--- src/rtl/tcpu_pkg.sv ---
// Package: shared constants and the instruction word layout for tiny_cpu.
// Assumes the fixed 16-bit encoding: 3-bit opcode, three 2-bit fields, spare bit, 6-bit immediate.
package tcpu_pkg;
    localparam int XLEN_D  = 8;
    localparam int ALEN_D  = 6;
    localparam int NREG_D  = 4;
    localparam int IWORD   = 16;

    localparam logic [2:0] OP_ADD = 3'd0;
    localparam logic [2:0] OP_LW  = 3'd1;
    localparam logic [2:0] OP_SW  = 3'd2;
    localparam logic [2:0] OP_BEQ = 3'd3;
    localparam logic [2:0] OP_JMP = 3'd4;

    typedef struct packed {
        logic [2:0] op;
        logic [1:0] fa;
        logic [1:0] fb;
        logic [1:0] fc;
        logic       spare;
        logic [5:0] imm;
    } insn_t;
endpackage

--- src/rtl/tcpu_regfile.sv ---
// Module: register file with two combinational read ports and one synchronous write port.
// Assumes the sync active-low reset clears every register; reads return pre-write values.
module tcpu_regfile #(
    parameter int W = 8,
    parameter int N = 4,
    localparam int IW = $clog2(N)
) (
    input  logic          clk,
    input  logic          rst_n,
    input  logic          we,
    input  logic [IW-1:0] wa,
    input  logic [W-1:0]  wd,
    input  logic [IW-1:0] ra_a,
    output logic [W-1:0]  rd_a,
    input  logic [IW-1:0] ra_b,
    output logic [W-1:0]  rd_b,
    output logic [N*W-1:0] regs_flat
);
    logic [W-1:0] rf [N];

    // Write port and reset of all registers.
    always_ff @(posedge clk) begin
        if (!rst_n) begin
            for (int i = 0; i < N; i++) rf[i] <= '0;
        end else if (we) begin
            rf[wa] <= wd;
        end
    end

    // Read ports see the state before this cycle's write.
    assign rd_a = rf[ra_a];
    assign rd_b = rf[ra_b];

    genvar g;
    generate
        for (g = 0; g < N; g++) begin : g_flat
            assign regs_flat[g*W +: W] = rf[g];
        end
    endgenerate

    // A register write lands at the named index.
    assert_write_lands_R4: assert property (@(posedge clk) disable iff (!rst_n)
        we |=> rf[$past(wa)] == $past(wd));
endmodule

--- src/rtl/tcpu_dmem.sv ---
// Module: data memory, one synchronous write port and two combinational read ports.
// Assumes no reset: contents survive reset and are preloaded through the write port.
module tcpu_dmem #(
    parameter int W = 8,
    parameter int A = 6,
    localparam int DEPTH = 1 << A
) (
    input  logic         clk,
    input  logic         we,
    input  logic [A-1:0] wa,
    input  logic [W-1:0] wd,
    input  logic [A-1:0] ra_x,
    output logic [W-1:0] rd_x,
    input  logic [A-1:0] ra_o,
    output logic [W-1:0] rd_o
);
    logic [W-1:0] mem [DEPTH];

    // Single write port shared by store instructions and debug preload.
    always_ff @(posedge clk) begin
        if (we) mem[wa] <= wd;
    end

    assign rd_x = mem[ra_x];
    assign rd_o = mem[ra_o];

    // A written byte is readable at its address on the next cycle.
    assert_store_lands_R6: assert property (@(posedge clk)
        we |=> mem[$past(wa)] == $past(wd));
endmodule

--- src/rtl/tcpu_imem.sv ---
// Module: instruction store indexed by the PC, written only through the debug port.
// Assumes the caller gates the write enable with the hold condition.
module tcpu_imem #(
    parameter int IW = 16,
    parameter int A  = 6,
    localparam int DEPTH = 1 << A
) (
    input  logic          clk,
    input  logic          we,
    input  logic [A-1:0]  wa,
    input  logic [IW-1:0] wd,
    input  logic [A-1:0]  ra,
    output logic [IW-1:0] rd
);
    logic [IW-1:0] mem [DEPTH];

    // Preload write port.
    always_ff @(posedge clk) begin
        if (we) mem[wa] <= wd;
    end

    assign rd = mem[ra];
endmodule

--- src/rtl/tiny_cpu.sv ---
// Module: single-cycle core; decodes the word at PC, executes and commits it on each edge.
// Assumes ALEN matches the 6-bit immediate and NREG the 2-bit register fields of the encoding.
module tiny_cpu
    import tcpu_pkg::*;
#(
    parameter int XLEN = XLEN_D,
    parameter int ALEN = ALEN_D,
    parameter int NREG = NREG_D,
    localparam int RIDX = $clog2(NREG)
) (
    input  logic              clk,
    input  logic              rst_n,
    input  logic              dbg_hold,
    input  logic              dbg_iwe,
    input  logic              dbg_dwe,
    input  logic [ALEN-1:0]   dbg_addr,
    input  logic [IWORD-1:0]  dbg_idata,
    input  logic [XLEN-1:0]   dbg_ddata,
    input  logic [ALEN-1:0]   obs_addr,
    output logic [ALEN-1:0]   obs_pc,
    output logic [NREG*XLEN-1:0] obs_regs,
    output logic [XLEN-1:0]   obs_mem_data
);
    logic [ALEN-1:0] pc, pc_next;
    logic [IWORD-1:0] iword;
    insn_t ins;
    logic commit;
    logic [XLEN-1:0] src_a, src_b, sum, load_val, wb_data;
    logic [RIDX-1:0] rb_sel;
    logic [ALEN-1:0] eaddr;
    logic rf_we, dm_we;
    logic [ALEN-1:0] dm_wa;
    logic [XLEN-1:0] dm_wd;

    assign ins    = insn_t'(iword);
    assign commit = rst_n && !dbg_hold;

    tcpu_imem #(.IW(IWORD), .A(ALEN)) u_imem (
        .clk(clk), .we(dbg_hold && dbg_iwe), .wa(dbg_addr), .wd(dbg_idata),
        .ra(pc), .rd(iword)
    );

    // Second read port follows field C for add, field A otherwise.
    assign rb_sel = (ins.op == OP_ADD) ? ins.fc : ins.fa;

    tcpu_regfile #(.W(XLEN), .N(NREG)) u_rf (
        .clk(clk), .rst_n(rst_n), .we(rf_we), .wa(ins.fa), .wd(wb_data),
        .ra_a(ins.fb), .rd_a(src_a), .ra_b(rb_sel), .rd_b(src_b),
        .regs_flat(obs_regs)
    );

    // Execute: adder, effective address and write-back select.
    always_comb begin
        sum     = src_a + src_b;
        eaddr   = src_a[ALEN-1:0] + ins.imm;
        wb_data = (ins.op == OP_LW) ? load_val : sum;
        rf_we   = commit && (ins.op == OP_ADD || ins.op == OP_LW);
    end

    // Data-memory write port: debug preload while held, store otherwise.
    always_comb begin
        dm_we = dbg_hold ? dbg_dwe : (commit && ins.op == OP_SW);
        dm_wa = dbg_hold ? dbg_addr : eaddr;
        dm_wd = dbg_hold ? dbg_ddata : src_b;
    end

    tcpu_dmem #(.W(XLEN), .A(ALEN)) u_dm (
        .clk(clk), .we(dm_we), .wa(dm_wa), .wd(dm_wd),
        .ra_x(eaddr), .rd_x(load_val), .ra_o(obs_addr), .rd_o(obs_mem_data)
    );

    // Next-PC selection: jump, taken branch, or sequential step.
    always_comb begin
        pc_next = pc + 1'b1;
        if (ins.op == OP_JMP)
            pc_next = ins.imm;
        else if (ins.op == OP_BEQ && src_a == src_b)
            pc_next = pc + 1'b1 + ins.imm;
    end

    // Program counter register.
    always_ff @(posedge clk) begin
        if (!rst_n)     pc <= '0;
        else if (commit) pc <= pc_next;
    end

    assign obs_pc = pc;

    assert_reset_clears_R1: assert property (@(posedge clk)
        !rst_n |=> (pc == '0 && obs_regs == '0));
    assert_hold_freezes_R2: assert property (@(posedge clk) disable iff (!rst_n)
        dbg_hold |=> ($stable(pc) && $stable(obs_regs)));
    assert_store_keeps_regs_R6: assert property (@(posedge clk) disable iff (!rst_n)
        (commit && ins.op == OP_SW) |=> $stable(obs_regs));
    assert_branch_not_taken_R7: assert property (@(posedge clk) disable iff (!rst_n)
        (commit && ins.op == OP_BEQ && obs_regs[ins.fa*XLEN +: XLEN] != obs_regs[ins.fb*XLEN +: XLEN])
        |=> pc == $past(pc) + 1'b1);
    assert_jump_target_R8: assert property (@(posedge clk) disable iff (!rst_n)
        (commit && ins.op == OP_JMP) |=> pc == $past(iword[ALEN-1:0]));
    assert_spare_opcode_R9: assert property (@(posedge clk) disable iff (!rst_n)
        (commit && ins.op > OP_JMP) |=> (pc == $past(pc) + 1'b1 && $stable(obs_regs)));
endmodule

--- config.mk ---
export PLATFORM = sky130hd
export DESIGN_NAME = tiny_cpu
export DESIGN_NICKNAME = d
export VERILOG_FILES = /design/src/rtl/tcpu_pkg.sv /design/src/rtl/tcpu_regfile.sv /design/src/rtl/tcpu_dmem.sv /design/src/rtl/tcpu_imem.sv /design/src/rtl/tiny_cpu.sv
export SDC_FILE = /design/constraint.sdc
export NUM_CORES = 1
export LEC_CHECK = 0
export BUFFER_PORTS_ARGS = -buffer_cell sky130_fd_sc_hd__buf_2
export CORE_ASPECT_RATIO = 0.6
export CORE_UTILIZATION = 60
export DETAILED_ROUTE_END_ITERATION = 8
export PLACE_DENSITY = 0.8
export SETUP_SLACK_MARGIN = 0.15
export SYNTH_ARGS = -nofsm -noshare
export SYNTH_HDL_FRONTEND = slang
export SYNTH_SLANG_ARGS = --single-unit
--- constraint.sdc ---
create_clock -name clk -period 9.55 [get_ports clk]
set_input_delay 0.4775 -clock clk [delete_from_list [all_inputs] [get_ports clk]]
set_output_delay 0.4775 -clock clk [all_outputs]
set_load 0.05 [all_outputs]
==> flow_summary.ini <==
[timing]
finalCriticalPeriod_ns = 8.79
finalHoldViolations = 0
slew_headroom_pct = 4.34
tns_ns = 0
worst_slew_pin_slew_ns = 1.43
slew_viol_final = 0
max_freq_mhz = 114
hold_ws_ns = 0.122
rsz0062_at_grt = no
setup_viol = 0
skew_ns = 0.0355
setup_ws_ns = 0.757
period_share_pct = 92.1

[placed_design]
routabilityCongestion = 0.989
port_buffers = 85
hpwlAfterDp_mm = 111
postPlaceCellArea_um2 = 66600
post-place-ws_ns = 1.18

[cells_and_area]
regArea_um2 = 45400
diodes = 0
area_growth_pct = 10.5
finish.utilization_pct = 67.3
fillerInstances = 6416
multi_input_area_um2 = 18000
nNetsFinal = 3227
final_layout_size_suffix_gt1_share_pct = 31.9
final_area_um2 = 71100

[clock_tree]
cts_tree = yes
clock_tree.buffer_depth = 3
post_cts_resized = 0
clock_latency_ns = 0.76
cts-buffers-inserted = 135
clk_pin_slew_ns = 0.06
cts_setup_buffers = 0
cts.hold.buffers_added = 0
clock_sinks = 1516
h-tree-depth = 4
cts_root_buf = clkbuf_16

[worst_setup_path]
crit_chain = buf_4 > nor2b_1 > a22oi_1 > a21oi_1 > nor3_1 > a31oi_2 > buf_4 > a211oi_1 > a21oi_1 > inv_1 > fa_4 > buf_4 > mux4_2 > mux4_2 > a211oi_1 > a21oi_1 > a21oi_1 > nor2_1
crit_top_cell = a21oi_1
cp.required_ns = 10.01
worstSetupStartpointType = flop
critical-path-top-delay-family = compound AO/OA/AOI/OAI gates
crit_type = reg2reg
cp-end-kind = flop
cp_slowest_cell = fa_4
path_buf_inv = 4
cp_data_arrival_time_ns = 9.26
path_max_fanout = 46
cp_slowest_stage_delay_ns = 1.32

[logic_synthesis]
yosys-top-cells-count = edfxtp_1, mux4_2, nor2_1
ys_types = 81
synth_seq_cells = 1516
synth.top_cell.area_share_pct = 70.2
synth_top_area_cell = edfxtp_1
async_reset_ff_share_pct = 0
synthCells = 3004
yosysWarnings = 0
postSynthAreaPerCell_um2 = 21.4
synth_area_leaders = edfxtp_1, mux4_2, nor2_1, mux2i_1, clkbuf_1
yosysMostFrequentCell = edfxtp_1
syn_nets = 3067
synth_flop_cell = edfxtp_1
seq_area_frac_synth_pct = 70.6
netlist_area_um2 = 64300
synth_edf_count = 1504

[worst_hold_path]
min_from = rst_n
holdCritPathClass = in2reg

[pwr]
powerDensity_nw_per_um2 = 356
leakage_nw = 22.1
ir_drop_uv = 827

[floorplanning]
dieArea_um2 = 109000
die_w_um = 425
dieHeight_um = 256
core_um2 = 106000
num_rows = 92
ios = 87
start_util_pct = 60.9

[route]
drt-total-wl_mm = 175
vias_per_cell = 7.40
first_iter_violations = 6108
remaining_drc_errors = 0
via_count = 34614
wl_per_cell_um = 37.3
ant_nets = 0
dr.pass1.iters = 6

[flow_run]
drv_cap = 0

[grt]
overflow = 0
grt_pass1_vias = 34019
grt_pass1_wl_mm = 248
grt_max_degree = 76
grt_usage_pct = 32.6
antenna_found_initial = 6

[status]
outcome = finished, final reports clean
[final timing paths]
path,to,slack (ns),cells past startpoint
worst max-delay path,u_rf.rf[2][2]$_SDFFCE_PN0P_,0.76,18
worst min-delay path,flop,0.12,3
worst max register to register,u_rf.rf[2][2]$_SDFFCE_PN0P_,0.76,18
worst min register to register,flop,0.59,2
[sequential cells by signal, summed over array words and instances (netlist names), named ones only]
signal      count
u_imem.mem    960
u_rf.rf        32
u_dm.mem      512
obs_pc          6
[metrics by stage]
step / power [mW] / cells
4_1_cts: 25.0 / 4679
6_report: 25.3 / 4679
2_1_floorplan: 15.6 / 3004
5_1_grt: 26.0 / 4679
3_3_place_gp: 19.2 / 4437
3_5_place_dp: 19.4 / 4437
[worst reg2reg max path, cell delays in order, from the launching register on]
cell and delay (ns):
dfxtp_4 0.86, buf_4 0.46, nor2b_1 0.52, a22oi_1 0.24
a21oi_1 0.28, nor3_1 0.10, a31oi_2 0.39, buf_4 0.30
a211oi_1 0.10, a21oi_1 0.70, inv_1 0.16, fa_4 1.32
buf_4 0.43, mux4_2 0.43, mux4_2 0.50, a211oi_1 0.94
a21oi_1 0.10, a21oi_1 0.56, nor2_1 0.11
[cell usage in the layout (no fill, tap or decap), types with 6 or more instances in the layout]
cell type	instances
buf_4	119
nand3_1	24
a21oi_1	43
nand2_1	77
xnor2_1	10
clkinvlp_4	7
edfxtp_1	1504
o211ai_1	7
nor2_1	176
bufinv_16	17
ha_1	19
a22oi_1	25
a21o_1	8
or3_1	6
dfxtp_1	9
and2_1	10
o21ai_0	20
buf_2	83
a211oi_1	23
mux4_2	598
clkinv_1	30
nor2b_1	29
nand2b_1	18
a22o_1	10
clkbuf_16	139
clkinv_2	11
clkbuf_1	27
mux2_2	16
inv_1	12
mux2i_1	62
nor4_1	6
[layer usage]
metal	part of all wire, %	track usage [%]	up-vias	routed length [um]
met2	43	44.4	3111	74800
met3	18	14.3	375	31000
met1	36	48.4	17986	63700
li1	-	-	13134	-
met5	0.027	0	-	47
met4	2.9	8.94	8	5110
[where the power goes]
part           switching (mW)  internal [mW]
sequential              0.154           7.89
combinational            6.94           4.72
clock                    2.43           3.14
total                    9.52           15.8
[final cells by class]
| class | instances | share of cell area [%] |
|---|---|---|
| repair buffers | 206 | 1.94 |
| clock buffers | 167 | 5.06 |
| clock inverters | 75 | 1.19 |
| flip-flops and latches | 1516 | 63.9 |
| multi-input cells | 1291 | 25.4 |
| inverters | 14 | 0.0739 |
| well taps | 1410 | 2.48 |
[kinds of logic (layout without fill, tap and decap cells)]
kind of cell | count (synthesis) | count (layout) | share of synthesized area [%]
xor+xnor | 20 | 20 | 0.313
fa+ha+maj | 22 | 22 | 0.451
simple gates | 384 | 384 | 2.82
mux | 679 | 679 | 22.2
flops | 1516 | 1516 | 70.6
compound gates | 186 | 186 | 2.05
buf+inv | 197 | 462 | 1.56
No activity file was read; power rests on OpenSTA's default activity.
